`src/rtl/fault_guard_pkg.sv`:
```
package fault_guard_pkg;

    typedef enum logic [1:0] {
        MODE_STANDBY = 2'b00,
        MODE_FULL    = 2'b01,
        MODE_HALF    = 2'b10,
        MODE_QUARTER = 2'b11
    } mode_e;

    // Latch release happens only in the standby code.
    function automatic logic is_release(input logic [1:0] m);
        return m == MODE_STANDBY;
    endfunction

    typedef struct packed {
        logic       vm_ok;
        logic       vcc_ok;
        logic       ot;
    } misc_flags_t;

endpackage

```
`src/rtl/fg_sync.sv`:
```
module fg_sync #(
    parameter int W      = 1,
    parameter int STAGES = 2
) (
    input  logic         clk,
    input  logic         rst,
    input  logic [W-1:0] d,
    output logic [W-1:0] q
);
    logic [W-1:0] stage [STAGES];

    always_ff @(posedge clk) begin
        if (rst) begin
            for (int i = 0; i < STAGES; i++) stage[i] <= '0;
        end else begin
            stage[0] <= d;
            for (int i = 1; i < STAGES; i++) stage[i] <= stage[i-1];
        end
    end

    assign q = stage[STAGES-1];
endmodule

```
`src/rtl/fg_edge.sv`:
```
module fg_edge (
    input  logic clk,
    input  logic rst,
    input  logic lvl,
    output logic rise
);
    logic prev;

    always_ff @(posedge clk) begin
        if (rst) prev <= 1'b0;
        else     prev <= lvl;
    end

    assign rise = lvl & ~prev;
endmodule

```
`src/rtl/fg_oc_mask.sv`:
```
module fg_oc_mask #(
    parameter int MASK_EDGES = 4
) (
    input  logic clk,
    input  logic rst,
    input  logic oc_s,
    input  logic tick,
    output logic trip
);
    localparam int CW = $clog2(MASK_EDGES + 1);
    localparam logic [CW-1:0] LIMIT = CW'(MASK_EDGES);

    logic [CW-1:0] cnt;

    always_ff @(posedge clk) begin
        if (rst || !oc_s)               cnt <= '0;
        else if (tick && cnt != LIMIT)  cnt <= cnt + 1'b1;
    end

    assign trip = (cnt == LIMIT);

    a_r2_count_bound: assert property (@(posedge clk) disable iff (rst)
        cnt <= LIMIT);

    a_r3_count_restart: assert property (@(posedge clk) disable iff (rst)
        !oc_s |=> cnt == '0);

    a_r9_one_step_per_edge: assert property (@(posedge clk) disable iff (rst)
        (oc_s && !tick) |=> $stable(cnt) || !$past(oc_s) || cnt == '0);
endmodule

```
`src/rtl/fault_guard.sv`:
```
module fault_guard
    import fault_guard_pkg::*;
#(
    parameter int NUM_PH      = 2,
    parameter int MASK_EDGES  = 4,
    parameter int SYNC_STAGES = 2
) (
    input  logic              clk,
    input  logic              rst,
    input  logic              osc_in,
    input  logic [NUM_PH-1:0] oc_flag,
    input  logic              ot_flag,
    input  logic              vm_good,
    input  logic              vcc_good,
    input  logic [1:0]        mode_sel,
    output logic              drv_disable,
    output logic [NUM_PH-1:0] flt_oc,
    output logic              flt_ot,
    output logic              flt_supply,
    output logic              standby_forced
);
    localparam int SW = NUM_PH + 6;

    logic [SW-1:0]     raw_in, syn;
    logic              osc_s, tick;
    logic [NUM_PH-1:0] oc_s, trip;
    logic [1:0]        mode_s;
    misc_flags_t       misc_s;
    logic              release_s;
    logic [NUM_PH-1:0] oc_lat;
    logic              ot_lat;

    assign raw_in = {mode_sel, vm_good, vcc_good, ot_flag, oc_flag, osc_in};

    fg_sync #(.W(SW), .STAGES(SYNC_STAGES)) u_sync (
        .clk(clk), .rst(rst), .d(raw_in), .q(syn)
    );

    assign osc_s  = syn[0];
    assign oc_s   = syn[NUM_PH:1];
    assign misc_s = misc_flags_t'({syn[NUM_PH+3], syn[NUM_PH+2], syn[NUM_PH+1]});
    assign mode_s = syn[NUM_PH+5:NUM_PH+4];

    assign release_s = is_release(mode_s);

    fg_edge u_edge (.clk(clk), .rst(rst), .lvl(osc_s), .rise(tick));

    for (genvar p = 0; p < NUM_PH; p++) begin : g_phase
        fg_oc_mask #(.MASK_EDGES(MASK_EDGES)) u_mask (
            .clk(clk), .rst(rst), .oc_s(oc_s[p]), .tick(tick), .trip(trip[p])
        );

        always_ff @(posedge clk) begin
            if (rst)                           oc_lat[p] <= 1'b0;
            else if (trip[p])                  oc_lat[p] <= 1'b1;
            else if (release_s && !oc_s[p])    oc_lat[p] <= 1'b0;
        end

        a_r2_set_needs_flag: assert property (@(posedge clk) disable iff (rst)
            $rose(oc_lat[p]) |-> $past(oc_s[p]));

        a_r6_oc_clear_rule: assert property (@(posedge clk) disable iff (rst)
            $fell(oc_lat[p]) |-> $past(release_s && !oc_s[p]));
    end

    always_ff @(posedge clk) begin
        if (rst)                           ot_lat <= 1'b0;
        else if (misc_s.ot)                ot_lat <= 1'b1;
        else if (release_s)                ot_lat <= 1'b0;
    end

    assign flt_oc         = oc_lat;
    assign flt_ot         = ot_lat;
    assign flt_supply     = !(misc_s.vm_ok && misc_s.vcc_ok);
    assign standby_forced = |oc_lat;
    assign drv_disable    = (|oc_lat) | ot_lat | flt_supply | release_s;

    a_r5_ot_set_needs_flag: assert property (@(posedge clk) disable iff (rst)
        $rose(ot_lat) |-> $past(misc_s.ot));

    a_r6_ot_clear_rule: assert property (@(posedge clk) disable iff (rst)
        $fell(ot_lat) |-> $past(release_s && !misc_s.ot));

    a_r4_latch_persists: assert property (@(posedge clk) disable iff (rst)
        (|oc_lat && !release_s) |=> |oc_lat);
endmodule

```
`config.mk`:
```
export PLATFORM = sky130hd
export DESIGN_NAME = fault_guard
export DESIGN_NICKNAME = d
export VERILOG_FILES = /design/src/rtl/fault_guard_pkg.sv /design/src/rtl/fg_sync.sv /design/src/rtl/fg_edge.sv /design/src/rtl/fg_oc_mask.sv /design/src/rtl/fault_guard.sv
export SDC_FILE = /design/constraint.sdc
export NUM_CORES = 1
export LEC_CHECK = 0
export BUFFER_PORTS_ARGS = -buffer_cell sky130_fd_sc_hd__buf_2
export CORE_MARGIN = 2
export CORE_UTILIZATION = 47
export DETAILED_ROUTE_END_ITERATION = 6
export GPL_TIMING_DRIVEN = 0
export PLACE_DENSITY_LB_ADDON = 0.05
export SYNTH_ARGS = -nofsm -noshare
export SYNTH_HDL_FRONTEND = slang
export SYNTH_SLANG_ARGS = --single-unit
```
`constraint.sdc`:
```
create_clock -name clk -period 0.99 [get_ports clk]
set_input_delay 0.0495 -clock clk [delete_from_list [all_inputs] [get_ports clk]]
set_output_delay 0.0495 -clock clk [all_outputs]
set_load 0.05 [all_outputs]
```
==> results of run 1 <==
-- per-stage QoR --
stage	power [uW]	hold WS, ns	setup WS (ns)	area, um2	instances
after CTS	1650	0.0803	-0.649	1200	142
final	1640	0.0979	-0.636	1280	145
after global placement	1190	0.257	-0.302	1030	130
after detailed placement	1190	0.263	-0.324	1030	130
after global routing	1720	0.108	-0.672	1280	145
after floorplan	1160	0.178	-0.396	926	90
-- power by group --
group | internal, uW | switching (uW) | leakage, uW
combinational | 65.7 | 50.2 | 0.000269
clock | 148 | 298 | 0.0000154
sequential | 1070 | 11.3 | 0.000218
-- flip-flops by register name, indices dropped and copies added (netlist names) --
signal,count
flt_oc,2
g_phase.u_mask.cnt,6
flt_ot,1
u_sync.stage,16
u_edge.prev,1
-- final cells by class --
class / instances / area (um2)
plain buffers: 2 / 7.51
clock buffers: 3 / 22.5
clock inverters: 1 / 3.75
fillers: 153 / 485
inverters: 4 / 15.0
multi-input cells: 57 / 444
flip-flops and latches: 26 / 538
well taps: 25 / 31.3
repair buffers: 27 / 216
-- per-layer routing --
| metal | GRT usage [%] | wire length (um) | vias to the layer above | share of wire, % |
|---|---|---|---|---|
| met5 | 0 | 0 | - | 0 |
| met4 | 11.4 | 40 | 0 | 2.4 |
| met3 | 3.40 | 53 | 6 | 3.2 |
| met2 | 30.7 | 895 | 16 | 54 |
| met1 | 16.7 | 669 | 311 | 40 |
| li1 | - | - | 354 | - |
-- how the worst max path moves through the flow --
stage                          from          end  cells past startpoint
final                     flt_oc[0]  drv_disable                      3
after global placement    flt_oc[0]  drv_disable                      3
after floorplan           flt_oc[0]  drv_disable                      2
after CTS                 flt_oc[0]  drv_disable                      3
after global routing      flt_oc[0]  drv_disable                      3
after detailed placement  flt_oc[0]  drv_disable                      3
-- cells by family after synthesis --
logic type | synth area share (%)
DFF | 57.6
adders and majority gates | 5.54
AOI/OAI and AO/OA | 8.31
and+or+nand+nor | 25.6
buffers and inverters | 2.91
-- worst max-delay path, cell delays in order (launching register included) --
cell	delay (ns)
dfxtp_4	0.36
or2_4	0.24
or4b_4	0.49
buf_8	0.17
-- cell usage in the layout, fill, tap and decap left out, types with 4 or more instances in the layout --
master	instances
inv_2	4
dlygate4sd3_1	8
o21ai_2	6
buf_2	10
dfxtp_2	5
dfxtp_1	18
nand3_1	4
buf_4	5
nor2b_1	17
a21oi_1	8
-- repair_timing --
action / CTS / global route
gates cloned: 0 / 0
endpoints found under the setup margin: 14 / 14
resized for setup: 23 / 16
endpoints found under the hold margin: 8 / 0
pin swaps: 6 / 7
hold buffers: 8 / 0
buffers inserted: 1 / 3
==> results.yml, run 1 <==
status:
  status: "finished with violations"
  violations: "negative setup slack"
routing:
  drt_wl_total_mm: 1.66
  vias: 687
  drt-initial-drc-count: 5
  avgViaCountPerCell: 4.74
  first_pass_iters: 3
  post_drt_wl_per_cell_um: 11.4
  final_antenna_net_count: 0
  drc: 0
placement:
  dp_hpwl_mm: 1.01
  gp_congestion: 0.687
  port_buffers: 15
synthesis:
  syn-mean-instance-area_um2: 10.0
  synth_top_area_cell: "dfxtp_1"
  yosys_warnings: 0
  synth_cells: 90
  syn-cell-area_um2: 903
  yosysMostFrequentCell: "dfxtp_1"
  synth_area_leaders: "dfxtp_1, nor2b_1, ha_1"
  netlist_top_cells_count: "dfxtp_1, nor2b_1, a21oi_1, o21ai_0"
  synth_cell_types: 17
  synth_nets: 104
  async_reset_ff_share_pct: 0
  synth_edf_count: 0
  ys_seq_elements: 26
  ys.flop_type: "dfxtp_1"
  synth_top_area_share_pct: 57.6
  yosysSeqAreaShare_pct: 57.6
timing:
  worst_slew_pin_slew_ns: 0.412
  finalHoldViolCount: 0
  setup_viol: 8
  tns_ns: -0.986
  fmax_ghz: 0.615
  period_needed_ns: 1.63
  period_share_pct: 164
  fin_skew_ns: 0.00520
  maxSlewViolCount: 0
  slew_headroom_pct: 72.6
  rsz0062_at_grt: "yes"
  fin_ws_ns: -0.636
floorplan:
  dieArea_um2: 2290
  die_x_um: 47.8
  die-height_um: 47.8
  rows: 15
  core_um2: 1760
  ios: 16
  initial_core_util_pct: 51.2
hold_path:
  whs_path_depth: 3
  hold_start: "rst"
  hold_end: "g_phase[0].u_mask.cnt[1]"
  hold_path_class: "input pin to register"
finish:
  post-route-util_pct: 72.5
  fin_nets: 135
  area_growth_pct: 41.6
  layout-drive-gt1-share_pct: 45.0
  n_antenna_cell: 0
critical_path:
  cp_max_fo: 2
  setup.worst_path.start_class: "register"
  r2r-start: "g_phase[0].u_mask.cnt[0]"
  r2r_setup_slack_ns: -0.05
  arrival_ns: 1.58
  critical_path_class: "register to output port"
  cp-end-kind: "output port"
  cp.required_ns: 0.94
  r2r_cells: 5
  r2r_end: "g_phase[0].u_mask.cnt[0]"
grt:
  grt_max_degree: 15
  grt_pass1_vias: 629
  grt_antenna_before_repair: 0
  overflow: 0
  grt_usage_pct: 16.7
  grt_pass1_wl_mm: 2.53
power_and_ir_drop:
  vdd_ir_drop_max_uv: 858
  power.density_nw_per_um2: 1290
  p_leak_uw: 0.000502
clock_tree:
  clk_latency_ns: 0.32
  cts_sinks: 26
  numCtsBuffers: 3
  cts_tree: "built"
  path_clk_slew_ns: 0.13
  clk_path_buf_depth: 2
  root_buffer: "clkbuf_4"
  cts_max_level: 1
flow_run:
  max-cap-violations: 0
Power figures use the tool's default switching activity.
==> run 2, diff against run 1 <==
--- a/config.mk
+++ b/config.mk
@@ -7,7 +7,8 @@
 export LEC_CHECK = 0
 export BUFFER_PORTS_ARGS = -buffer_cell sky130_fd_sc_hd__buf_2
 export CORE_MARGIN = 2
-export CORE_UTILIZATION = 47
+export CORE_UTILIZATION = 50
+export CTS_BUF_LIST = sky130_fd_sc_hd__clkbuf_8
 export DETAILED_ROUTE_END_ITERATION = 6
 export GPL_TIMING_DRIVEN = 0
 export PLACE_DENSITY_LB_ADDON = 0.05
==> constraint.sdc (replaced) <==
create_clock -name clk -period 0.99 [get_ports clk]
set_input_delay 0.198 -clock clk [delete_from_list [all_inputs] [get_ports clk]]
set_output_delay 0.198 -clock clk [all_outputs]
set_load 0.05 [all_outputs]
==> results.yml, run 2 (synthesized netlist as in run 1, its figures left out) <==
status:
  status: "finished with violations"
  violations: "negative setup slack"
critical_path:
  setup.worst_path.start_class: "register"
  r2r-start: "g_phase[1].u_mask.cnt[0]"
  arrival_ns: 1.52
  cp_max_fo: 3
  r2r_end: "g_phase[1].u_mask.cnt[1]"
  cp.required_ns: 0.79
  critical_path_class: "register to output port"
  r2r_cells: 5
  cp-end-kind: "output port"
  r2r_setup_slack_ns: -0.02
finish:
  n_antenna_cell: 0
  top_register: "u_sync.stage"
  largest_register_ffs: 16
  final_common_cell: "dfxtp_1"
  design_area_um2: 1270
  register_area_um2: 536
  fin_nets: 132
  area_growth_pct: 40.9
  post-route-util_pct: 74.5
  multi_input_area_um2: 427
  final_cell_mix: "dfxtp_1, nor2b_1, buf_2"
  fillers: 124
  layout-drive-gt1-share_pct: 47.0
power_and_ir_drop:
  p_leak_uw: 0.000516
  p_comb_share_pct: 4.6
  intPower_uw: 1660
  switching_share_pct: 19.0
  p_clk_share_pct: 42.6
  p_switching_uw: 390
  vdd_ir_drop_max_uv: 1280
  power.density_nw_per_um2: 1610
  seqPwrFrac_pct: 52.7
timing:
  fin_ws_ns: -0.728
  rsz0062_at_grt: "yes"
  worst_hold_slack_ns: 0.128
  finalHoldViolCount: 0
  slew_headroom_pct: 70.4
  maxSlewViolCount: 0
  fin_skew_ns: 0.00331
  period_share_pct: 174
  setup_viol: 9
  period_needed_ns: 1.72
  fmax_ghz: 0.582
  worst_slew_pin_slew_ns: 0.444
floorplan:
  rows: 15
  die-height_um: 46.5
  core_um2: 1710
  dieArea_um2: 2160
  die_x_um: 46.5
  initial_core_util_pct: 52.9
  ios: 16
placement:
  port_buffers: 15
  place_ws_ns: -0.460
  dp_hpwl_um: 955
  gp_congestion: 0.740
  placed_area_um2: 1030
routing:
  avgViaCountPerCell: 4.69
  final_antenna_net_count: 0
  post_drt_wl_per_cell_um: 10.6
  vias: 666
  drt-initial-drc-count: 1
  drc: 0
  drt_wl_total_mm: 1.51
  first_pass_iters: 3
clock_tree:
  cts_max_level: 1
  clk_latency_ns: 0.27
  clk_path_buf_depth: 2
  cts_sinks: 26
  path_clk_slew_ns: 0.09
  cts_hold_buf: 0
  numCtsBuffers: 3
  cts_tree: "built"
  root_buffer: "clkbuf_8"
grt:
  grt_max_degree: 16
  grt_usage_pct: 15.5
  grt_pass1_wl_mm: 2.24
  grt_antenna_before_repair: 0
  overflow: 0
  grt_pass1_vias: 539
hold_path:
  whs_path_depth: 2
  hold_start: "vcc_good"
  hold_end: "u_sync.stage[0][4]"
  hold_path_class: "input pin to register"
flow_run:
  max-cap-violations: 0
## run 2: cell count changes in the layout (fill, tap and decap cells not counted), moves of 2 or more
cell,before,now
buf_4,5,8
clkbuf_4,3,0
clkbuf_8,0,3
dlygate4sd3_1,8,0
nand2_1,0,2
nand2_2,3,1
o21ai_1,0,2
o21ai_2,6,4
## run 2: metal layers
metal | share of wire [%] | routed length [um] | track usage, % | up-vias
li1 | - | - | - | 351
met2 | 49 | 735 | 24.2 | 16
met4 | 1.9 | 29 | 10.3 | 0
met1 | 45 | 675 | 18.2 | 296
met5 | 0 | 0 | 0 | -
met3 | 4.5 | 68 | 4.71 | 3
## run 2: worst max-delay path by stage
stage / endpoint / cells past startpoint / slack (ns) / from
floorplan: drv_disable / 2 / -0.54 / flt_oc[0]
global placement: drv_disable / 3 / -0.45 / flt_oc[0]
detailed placement: drv_disable / 3 / -0.46 / flt_oc[0]
CTS: drv_disable / 3 / -0.73 / flt_oc[0]
global route: drv_disable / 3 / -0.76 / flt_oc[0]
finish: drv_disable / 3 / -0.73 / flt_oc[1]
## run 2: worst max-delay path: stages, from the launching register on
cell and delay, ns:
dfxtp_4 0.36, or2_4 0.23, or4b_4 0.49, buf_8 0.17
## run 2: what timing repair did
| action | in CTS | in global routing |
|---|---|---|
| endpoints found under the hold margin | 0 | 0 |
| setup buffers | 5 | 3 |
| gates resized for setup | 28 | 9 |
| pin swaps | 9 | 5 |
| setup endpoints to repair | 12 | 14 |
## run 2: through the flow
stage / cells / total power, uW / TNS, ns
6_report: 142 / 2050 / -1.20
5_1_grt: 142 / 2130 / -1.57
4_1_cts: 139 / 2060 / -1.22
3_5_place_dp: 130 / 1190 / -0.741
3_3_place_gp: 130 / 1190 / -0.568
2_1_floorplan: 90 / 1160 / -0.544
## run 2: area by class of cell
class | instances | share of cell area (%)
repair buffers | 23 | 13.7
inverters | 4 | 1.18
clock inverters | 1 | 2.36
plain buffers | 3 | 1.47
well taps | 25 | 2.46
flip-flops and latches | 26 | 42.1
multi-input cells | 57 | 33.5
clock buffers | 3 | 3.24
## run 2: power groups by stage
stage	Clock [uW]	Sequential [uW]	Combinational, uW
after floorplan	0	1110	49.8
after global placement	0	1110	80.6
after detailed placement	0	1110	82.3
after CTS	888	1080	90.4
after global routing	934	1090	105
final	876	1080	95.4
==> run 3, diff against run 2 <==
--- a/config.mk
+++ b/config.mk
@@ -5,11 +5,11 @@
 export SDC_FILE = /design/constraint.sdc
 export NUM_CORES = 1
 export LEC_CHECK = 0
-export BUFFER_PORTS_ARGS = -buffer_cell sky130_fd_sc_hd__buf_2
 export CORE_MARGIN = 2
 export CORE_UTILIZATION = 50
 export CTS_BUF_LIST = sky130_fd_sc_hd__clkbuf_8
 export DETAILED_ROUTE_END_ITERATION = 6
+export DONT_BUFFER_PORTS = 1
 export GPL_TIMING_DRIVEN = 0
 export PLACE_DENSITY_LB_ADDON = 0.05
 export SYNTH_ARGS = -nofsm -noshare
==> results.yml, run 3 (synthesized netlist as in run 1, its figures left out) <==
status:
  status: "finished with violations"
  violations: "negative setup slack"
timing:
  rsz0062_at_grt: "yes"
  period_share_pct: 185
  fmax_ghz: 0.547
  setup_viol: 6
  period_needed_ns: 1.83
  slew_headroom_pct: 72.0
  finalHoldViolCount: 0
  fin_skew_ns: 0.00764
  worst_slew_pin_slew_ns: 0.420
  fin_ws_ns: -0.839
  maxSlewViolCount: 0
grt:
  grt_antenna_before_repair: 0
  grt_pass1_vias: 545
  grt_max_degree: 15
  grt_pass1_wl_mm: 2.39
  overflow: 0
  grt_usage_pct: 16.2
critical_path:
  setup.worst_path.start_class: "register"
  cp-end-kind: "output port"
  arrival_ns: 1.63
  cpLargestDelayFamily: "simple AND/OR/NAND/NOR gates"
  cpPeakStageDelay_ns: 0.61
  cp.required_ns: 0.79
  crit_path_cell_trace: "or2_4, or4b_4"
  path_buf_inv: 0
  critical_path_class: "register to output port"
  cp_max_fo: 3
  cp_slowest_cell: "or4b_4"
floorplan:
  die_x_um: 46.5
  die-height_um: 46.5
  initial_core_util_pct: 52.9
  ios: 16
  rows: 15
  core_um2: 1710
  dieArea_um2: 2160
clock_tree:
  cts_sinks: 26
  clk_path_buf_depth: 2
  numCtsBuffers: 3
  path_clk_slew_ns: 0.08
  root_buffer: "clkbuf_8"
  cts_max_level: 1
  cts_hold_buf: 0
  clk_latency_ns: 0.26
  cts_tree: "built"
power_and_ir_drop:
  vdd_ir_drop_max_uv: 1590
  p_clk_share_pct: 32.3
  p_switching_uw: 328
  p_comb_share_pct: 4.0
  seqPwrFrac_pct: 63.7
  switching_share_pct: 19.2
  intPower_uw: 1380
  power.density_nw_per_um2: 1550
  p_leak_uw: 0.000418
finish:
  layout-drive-gt1-share_pct: 35.1
  top_register: "u_sync.stage"
  n_antenna_cell: 0
  fin_nets: 112
  design_area_um2: 1110
  post-route-util_pct: 64.8
  largest_register_ffs: 16
  fillers: 138
  final_cell_mix: "dfxtp_1, nor2b_1, a21oi_1"
  stdcell_count: 122
  area_growth_pct: 22.4
  final_common_cell: "dfxtp_1"
routing:
  avgViaCountPerCell: 4.95
  first_pass_iters: 4
  post_drt_wl_per_cell_um: 11.3
  drt_wl_total_mm: 1.38
  drt-initial-drc-count: 3
  vias: 604
  drc: 0
  final_antenna_net_count: 0
placement:
  gp_congestion: 0.710
  place_ws_ns: -0.550
  port_buffers: 0
  dp_hpwl_um: 991
  dpl.cell_count: 115
  placed_area_um2: 957
flow_run:
  max-cap-violations: 0
hold_path:
  hold_path_class: "input pin to register"
## run 3: per-stage QoR
step	TNS (ns)	hold WS [ns]	power, uW
2_1_floorplan	-0.544	0.326	1160
3_3_place_gp	-0.649	0.330	1170
3_5_place_dp	-0.891	0.334	1170
4_1_cts	-1.16	0.0617	1730
5_1_grt	-1.54	0.0504	1790
6_report	-1.12	0.0679	1710
## run 3: worst paths after layout
kind / endpoint / slack, ns / cells after the start / startpoint
hold / removal: u_sync.stage[0][5] / 0.07 / 1 / vm_good
setup reg to reg: g_phase[0].u_mask.cnt[0] / -0.02 / 5 / g_phase[0].u_mask.cnt[0]
setup / recovery: drv_disable / -0.84 / 2 / flt_oc[0]
hold reg to reg: u_sync.stage[0][9] / 0.44 / 1 / u_sync.stage[0][1]
## run 3: final cells by class
type | instances | area [um2] | share of cell area (%)
Multi-Input combinational cell | 57 | 435 | 39.4
Inverter | 4 | 15.0 | 1.36
Clock inverter | 1 | 3.75 | 0.339
Timing Repair Buffer | 3 | 22.5 | 2.04
Tap cell | 25 | 31.3 | 2.83
Sequential cell | 26 | 538 | 48.6
Buffer | 3 | 18.8 | 1.70
Clock buffer | 3 | 41.3 | 3.73
## run 3: power by group through the flow
stage          Clock (uW)  Sequential [uW]  Combinational [uW]
2_1_floorplan           0             1110                49.8
3_3_place_gp            0             1110                58.3
3_5_place_dp            0             1110                60.1
4_1_cts               573             1090                65.4
5_1_grt               625             1090                77.3
6_report              552             1090                68.5
## run 3: metal layers
metal  wire, um  part of all wire, %  global-route usage, %  vias up
met3         94                  6.8                   7.84        2
met1        607                   44                   19.4      276
met2        665                   48                   25.6       16
met4          9                 0.65                   5.14        0
li1           -                    -                      -      310
met5          0                    0                      0        -
## run 3: repair_timing
item	4_1_cts	5_1_grt
setup buffers	3	0
pin swaps	8	4
setup endpoints to repair	10	12
resized for setup	16	10
